[src/rtl/spi_cmd_pkg.sv]
package spi_cmd_pkg;
    localparam int FRAME_W = 32;
    localparam int CRC_W   = 12;
    localparam int COVER_W = FRAME_W - CRC_W;
    localparam int REG_AW  = 6;
    localparam int DATA_W  = 8;
    localparam int DEV_AW  = 5;
    localparam int CNT_W   = $clog2(FRAME_W + 2);

    localparam logic [CRC_W-1:0]  CRC_POLY   = 12'h683;
    localparam logic [DEV_AW-1:0] BCAST_ADDR = 5'h1F;

    typedef struct packed {
        logic [DEV_AW-1:0] dev;
        logic              one_way;
        logic [REG_AW-1:0] reg_idx;
        logic [DATA_W-1:0] data;
        logic [CRC_W-1:0]  check;
    } cmd_frame_t;

    // One serial step of the CRC: shift left, fold in the feedback bit.
    function automatic logic [CRC_W-1:0] crc_step(input logic [CRC_W-1:0] cur,
                                                  input logic bit_in);
        logic fb;
        fb = cur[CRC_W-1] ^ bit_in;
        return {cur[CRC_W-2:0], 1'b0} ^ ({CRC_W{fb}} & CRC_POLY);
    endfunction
endpackage

[src/rtl/spi_cmd_sync.sv]
module spi_cmd_sync #(
    parameter int WIDTH  = 3,
    parameter int STAGES = 2
) (
    input  logic             clk,
    input  logic             rst,
    input  logic [WIDTH-1:0] rst_val,
    input  logic [WIDTH-1:0] d,
    output logic [WIDTH-1:0] q
);
    logic [WIDTH-1:0] stage_q [STAGES];

    genvar s;
    generate
        for (s = 0; s < STAGES; s++) begin : g_stage
            always_ff @(posedge clk) begin
                if (rst)
                    stage_q[s] <= rst_val;
                else if (s == 0)
                    stage_q[s] <= d;
                else
                    stage_q[s] <= stage_q[(s == 0) ? 0 : s - 1];
            end
        end
    endgenerate

    assign q = stage_q[STAGES-1];
endmodule

[src/rtl/spi_cmd_shifter.sv]
module spi_cmd_shifter
    import spi_cmd_pkg::*;
(
    input  logic       clk,
    input  logic       rst,
    input  logic       sclk_s,
    input  logic       cs_n_s,
    input  logic       sdi_s,
    output logic       frame_end,
    output logic       len_ok,
    output logic       crc_ok,
    output cmd_frame_t frame
);
    localparam logic [CNT_W-1:0] CNT_FULL = CNT_W'(FRAME_W);
    localparam logic [CNT_W-1:0] CNT_SAT  = CNT_W'(FRAME_W + 1);
    localparam logic [CNT_W-1:0] CNT_CRC  = CNT_W'(COVER_W);

    logic               sclk_prev, cs_prev;
    logic [FRAME_W-1:0] shreg;
    logic [CNT_W-1:0]   bit_cnt;
    logic [CRC_W-1:0]   crc_acc;
    logic               sample;

    assign sample    = sclk_prev & ~sclk_s & ~cs_n_s;
    assign frame_end = ~cs_prev & cs_n_s;

    always_ff @(posedge clk) begin
        if (rst) begin
            sclk_prev <= 1'b0;
            cs_prev   <= 1'b1;
            shreg     <= '0;
            bit_cnt   <= '0;
            crc_acc   <= '0;
        end else begin
            sclk_prev <= sclk_s;
            cs_prev   <= cs_n_s;
            if (cs_n_s) begin
                bit_cnt <= '0;
                crc_acc <= '0;
            end else if (sample) begin
                shreg <= {shreg[FRAME_W-2:0], sdi_s};
                if (bit_cnt != CNT_SAT)
                    bit_cnt <= bit_cnt + 1'b1;
                if (bit_cnt < CNT_CRC)
                    crc_acc <= crc_step(crc_acc, sdi_s);
            end
        end
    end

    assign frame  = cmd_frame_t'(shreg);
    assign len_ok = (bit_cnt == CNT_FULL);
    assign crc_ok = (crc_acc == frame.check);
endmodule

[src/rtl/spi_cmd_regbank.sv]
module spi_cmd_regbank
    import spi_cmd_pkg::*;
#(
    parameter int NUM_REGS = 8
) (
    input  logic                       clk,
    input  logic                       rst,
    input  logic                       wr_en,
    input  logic [REG_AW-1:0]          wr_idx,
    input  logic [DATA_W-1:0]          wr_data,
    output logic [NUM_REGS*DATA_W-1:0] regs
);
    genvar g;
    generate
        for (g = 0; g < NUM_REGS; g++) begin : g_reg
            always_ff @(posedge clk) begin
                if (rst)
                    regs[g*DATA_W +: DATA_W] <= '0;
                else if (wr_en && (wr_idx == REG_AW'(g)))
                    regs[g*DATA_W +: DATA_W] <= wr_data;
            end
        end
    endgenerate
endmodule

[src/rtl/spi_cmd_decoder.sv]
module spi_cmd_decoder
    import spi_cmd_pkg::*;
#(
    parameter int                NUM_REGS = 8,
    parameter logic [DEV_AW-1:0] DEV_ADDR = 5'h00
) (
    input  logic                       clk,
    input  logic                       rst,
    input  logic                       sclk,
    input  logic                       cs_n,
    input  logic                       sdi,
    output logic [NUM_REGS*DATA_W-1:0] regs_o,
    output logic                       crc_error_o,
    output logic                       one_way_o
);
    localparam int SYNC_W = 3;

    logic [SYNC_W-1:0] pins_s;
    logic              frame_end, len_ok, crc_ok, addr_hit, commit, in_bank;
    cmd_frame_t        frame;

    spi_cmd_sync #(.WIDTH(SYNC_W), .STAGES(2)) sync_i (
        .clk     (clk),
        .rst     (rst),
        .rst_val (3'b010),
        .d       ({sclk, cs_n, sdi}),
        .q       (pins_s)
    );

    spi_cmd_shifter shift_i (
        .clk       (clk),
        .rst       (rst),
        .sclk_s    (pins_s[2]),
        .cs_n_s    (pins_s[1]),
        .sdi_s     (pins_s[0]),
        .frame_end (frame_end),
        .len_ok    (len_ok),
        .crc_ok    (crc_ok),
        .frame     (frame)
    );

    assign addr_hit = (frame.dev == DEV_ADDR) || (frame.dev == BCAST_ADDR);
    assign commit   = frame_end & len_ok & crc_ok & addr_hit;
    assign in_bank  = (int'(frame.reg_idx) < NUM_REGS);

    spi_cmd_regbank #(.NUM_REGS(NUM_REGS)) bank_i (
        .clk     (clk),
        .rst     (rst),
        .wr_en   (commit & in_bank),
        .wr_idx  (frame.reg_idx),
        .wr_data (frame.data),
        .regs    (regs_o)
    );

    always_ff @(posedge clk) begin
        if (rst) begin
            crc_error_o <= 1'b0;
            one_way_o   <= 1'b0;
        end else begin
            if (frame_end && len_ok)
                crc_error_o <= ~crc_ok;
            if (commit)
                one_way_o <= frame.one_way;
        end
    end
endmodule

[config.mk]
export PLATFORM = sky130hd
export DESIGN_NAME = spi_cmd_decoder
export DESIGN_NICKNAME = d
export VERILOG_FILES = /design/src/rtl/spi_cmd_pkg.sv /design/src/rtl/spi_cmd_sync.sv /design/src/rtl/spi_cmd_shifter.sv /design/src/rtl/spi_cmd_regbank.sv /design/src/rtl/spi_cmd_decoder.sv
export SDC_FILE = /design/constraint.sdc
export NUM_CORES = 1
export LEC_CHECK = 0
export ABC_CLOCK_PERIOD_IN_PS = 1590
export BUFFER_PORTS_ARGS = -buffer_cell sky130_fd_sc_hd__buf_2
export CORE_ASPECT_RATIO = 0.75
export CORE_UTILIZATION = 51
export DETAILED_ROUTE_END_ITERATION = 8
export PLACE_DENSITY = 0.83
export SLEW_MARGIN = 20
export SYNTH_ARGS = -nofsm -noshare
export SYNTH_HDL_FRONTEND = slang
export SYNTH_SLANG_ARGS = --single-unit
[constraint.sdc]
create_clock -name clk -period 1.59 [get_ports clk]
set_input_delay 0.2385 -clock clk [delete_from_list [all_inputs] [get_ports clk]]
set_output_delay 0.2385 -clock clk [all_outputs]
set_load 0.01 [all_outputs]
==> metrics.md <==
| Metric | Value |
|---|---|
| Antenna violations before repair | 0 |
| Sequential share of power | 42.1% |
| Status | complete, but fails checks |
| Syn Inst Count | 520 |
| DRC | 0 |
| Port-buffer cells | 70 |
| TritonCTS Buffers | 17 |
| Fin. max-slew vios | 0 |
| Commonest non-fill, non-tap cell in the layout | dfxtp_1 |
| Antenna-violating nets left | 0 |
| Worst skew pair latency | 410 ps |
| H-Tree Depth | 4 |
| Fin crit share | 121.3% |
| Worst stage delay on the critical path | 360 ps |
| Area growth, synth to finish | 34.72% |
| Die area | 10100 µm² |
| Hold Slack | 10.01 ps |
| Leakage Power | 3.001 nW |
| Die H | 87.31 µm |
| Maxcap violations | 0 |
| End of the critical path | bank_i.regs[47] |
| Highest-delay cell along the critical path | nor4_4 |
| Worst slew margin | 61.24% |
| Clk_skew | 10.04 ps |
| Vias/cell | 5.389 |
| Number of synthesized flops with an enable pin | 0 |
| DR vias | 4187 |
| Cell Pwr Density | 1113 nW/µm² |
| RSZ-0062 raised after global routing | true |
| Root buf cell | clkbuf_16 |
| WL per Instance | 17.67 µm |
| Total Power | 7.420 mW |
| Syn nets | 528 |
| Layout cells sized above 1 | 30.82% |
| Peak Freq | 518.4 MHz |
| Total clock sinks | 124 |
| Final Hold Vio Count | 0 |
| Hold crit path type | in -> reg |
| Int Power | 5.970 mW |
| Top Ports | 71 |
| CP endpoint kind | register |
| Initial Util | 53.59% |
| Setup Slack @ Placement | -304.4 ps |
| Die width | 115.7 µm |
| R2r setup slk | -340 ps |
| Critical path arrival | 2190 ps |
| Critical path type | reg -> reg |
| Most frequent cells in the layout | dfxtp_1, nand2_1, nand2b_1 |
| Register area share after synthesis | 50.16% |
| Post-Syn Area | 4948 µm² |
| Clock-pin slew on the worst setup and hold paths | 60 ps |
| Final setup vio count | 66 |
| Nets | 645 |
| Post-synth ARST share | 0% |
| Ant diodes | 0 |
| Vias in the first global route | 4092 |
| Critical Path RT | 1860 ps |
| Crit-path cells | nor4_4 > mux2i_4 > buf_4 > nor4b_4 > buf_4 > nand2_8 > mux2i_2 |
| CTS tree | done |
| CP Launch Point | shift_i.frame[30] |
| Switching pwr | 1.450 mW |
| Worst R2R End | bank_i.regs[47] |
| Pin count of the biggest net entering global routing | 34 |
| Clock buffer depth | 2 |
| FF+latch count, synth | 124 |
| GR Util All Layers | 27.11% |
| Crit-path most repeated cell | buf_4 |
| First-pass GRT wire length | 20400 µm |
| Placed instance area | 5698 µm² |
| Fillers | 627 |
| Yosys cell types | 33 |
| Worst-Margin Slew | 580.7 ps |
| Hold buffer count at CTS | 0 |
| Core area | 9234 µm² |
| DRT iter0 DRCs | 363 |
| HPWL Detailed | 7672 µm |
| GRT overflow | 0 |
| Rows | 30 |
| Max FO, Critical Path | 8 |
| Final min period | 1929 ps |
| Synth Flop Type | dfxtp_1 |
| Switching share of power | 19.55% |
| Final WL | 13730 µm |
| Combinational share of power | 1.3% |
| Avg Cell Area, Syn | 9.516 µm² |
| Worst Slack Setup Final | -338.9 ps |
| R2R depth | 7 |
| Design area | 6666 µm² |
| CP Launch Type | register |
| RePlAce Congestion | 0.7881 |
| Syn. warnings | 0 |
| R2R Path Start | shift_i.frame[30] |
| Clk pwr share | 56.6% |
| Peak VDD IR | 996.7 µV |
| Failing checks | setup timing |
| Total iterations of the first detailed-routing run | 6 |
power groups by stage:
stage / combinational [mW] / sequential [mW] / clock, mW
6_report: 0.0999 / 3.12 / 4.20
3_5_place_dp: 0.0968 / 3.19 / 0
5_1_grt: 0.107 / 3.12 / 4.38
2_1_floorplan: 0.0722 / 3.19 / 0
3_3_place_gp: 0.0948 / 3.19 / 0
4_1_cts: 0.0984 / 3.12 / 4.18
routing by layer:
layer  track usage, %  vias to the layer above  wire length (µm)
met3            5.915                       48               791
met4            12.94                        0               524
li1                 -                     1947                 -
met1            32.77                     2005              5709
met2            46.11                      187              6703
met5                0                        -                 0
cells by family after synthesis:
family          synth area share, %
compound gates                4.855
xor+xnor                      3.894
fa+ha+maj                    0.7586
buf+inv                       3.338
flops                         50.16
mux                           13.22
simple gates                  23.77
synthesized netlist by cell type (6+ instances only):
master	count	area (µm²)
a21oi_1	46	230.2
buf_1	8	30.03
clkbuf_1	25	93.84
dfxtp_1	124	2482
mux2i_1	64	640.6
nand2_1	91	341.6
nand2_2	6	37.54
nand2b_1	75	469.2
nor2_1	11	41.29
nor2b_1	6	37.54
xnor2_1	14	122.6
xor2_1	8	70.07
how the worst min path moves through the flow:
stage	start	end	depth (start not counted)
2_1_floorplan	cs_n	sync_i.stage_q[0][1]	1
3_3_place_gp	sync_i.stage_q[0][1]	sync_i.stage_q[1][1]	1
6_report	cs_n	sync_i.stage_q[0][1]	2
3_5_place_dp	sync_i.stage_q[0][1]	sync_i.stage_q[1][1]	1
5_1_grt	cs_n	sync_i.stage_q[0][1]	2
4_1_cts	cs_n	sync_i.stage_q[0][1]	2
state kept, by name, summed over array words and instances, names as in the netlist:
name / count
shift_i.bit_cnt: 6
shift_i.sclk_prev: 1
shift_i.crc_acc: 12
crc_error_o: 1
shift_i.cs_prev: 1
shift_i.frame: 32
sync_i.stage_q: 6
bank_i.regs: 64
one_way_o: 1
worst max-delay path: cells and delay by family, from the launching register on:
| family | cells | cell delay, ps |
|---|---|---|
| muxes | 2 | 340 |
| DFF | 1 | 340 |
| and+or+nand+nor | 3 | 730 |
| buffers and inverters | 2 | 360 |
area by class of cell:
type / count / area, µm² / share of cell area (%)
tap: 128 / 160.2 / 2.402
clock inverter: 12 / 195.2 / 2.928
inverter: 2 / 7.507 / 0.1126
timing repair buffer: 134 / 862.1 / 12.93
multi-input combinational: 358 / 2507 / 37.61
sequential: 124 / 2491 / 37.37
clock buffer: 19 / 442.9 / 6.644
repair_timing:
action | 4_1_cts | 5_1_grt
buffers inserted | 8 | 3
pin swaps | 4 | 7
resized for setup | 28 | 17
cloned | 1 | 0
endpoints found under the setup margin | 65 | 68
through the flow:
| stage | setup TNS (ps) | utilization, % | cells |
|---|---|---|---|
| floorplan | -1826 | - | 520 |
| global placement | -11940 | 61.71 | 734 |
| detailed placement | -14560 | 61.71 | 734 |
| CTS | -15820 | 70.99 | 774 |
| global route | -21220 | 72.20 | 777 |
| finish | -18040 | 72.20 | 777 |
No activity file was read; power rests on OpenSTA's default activity.
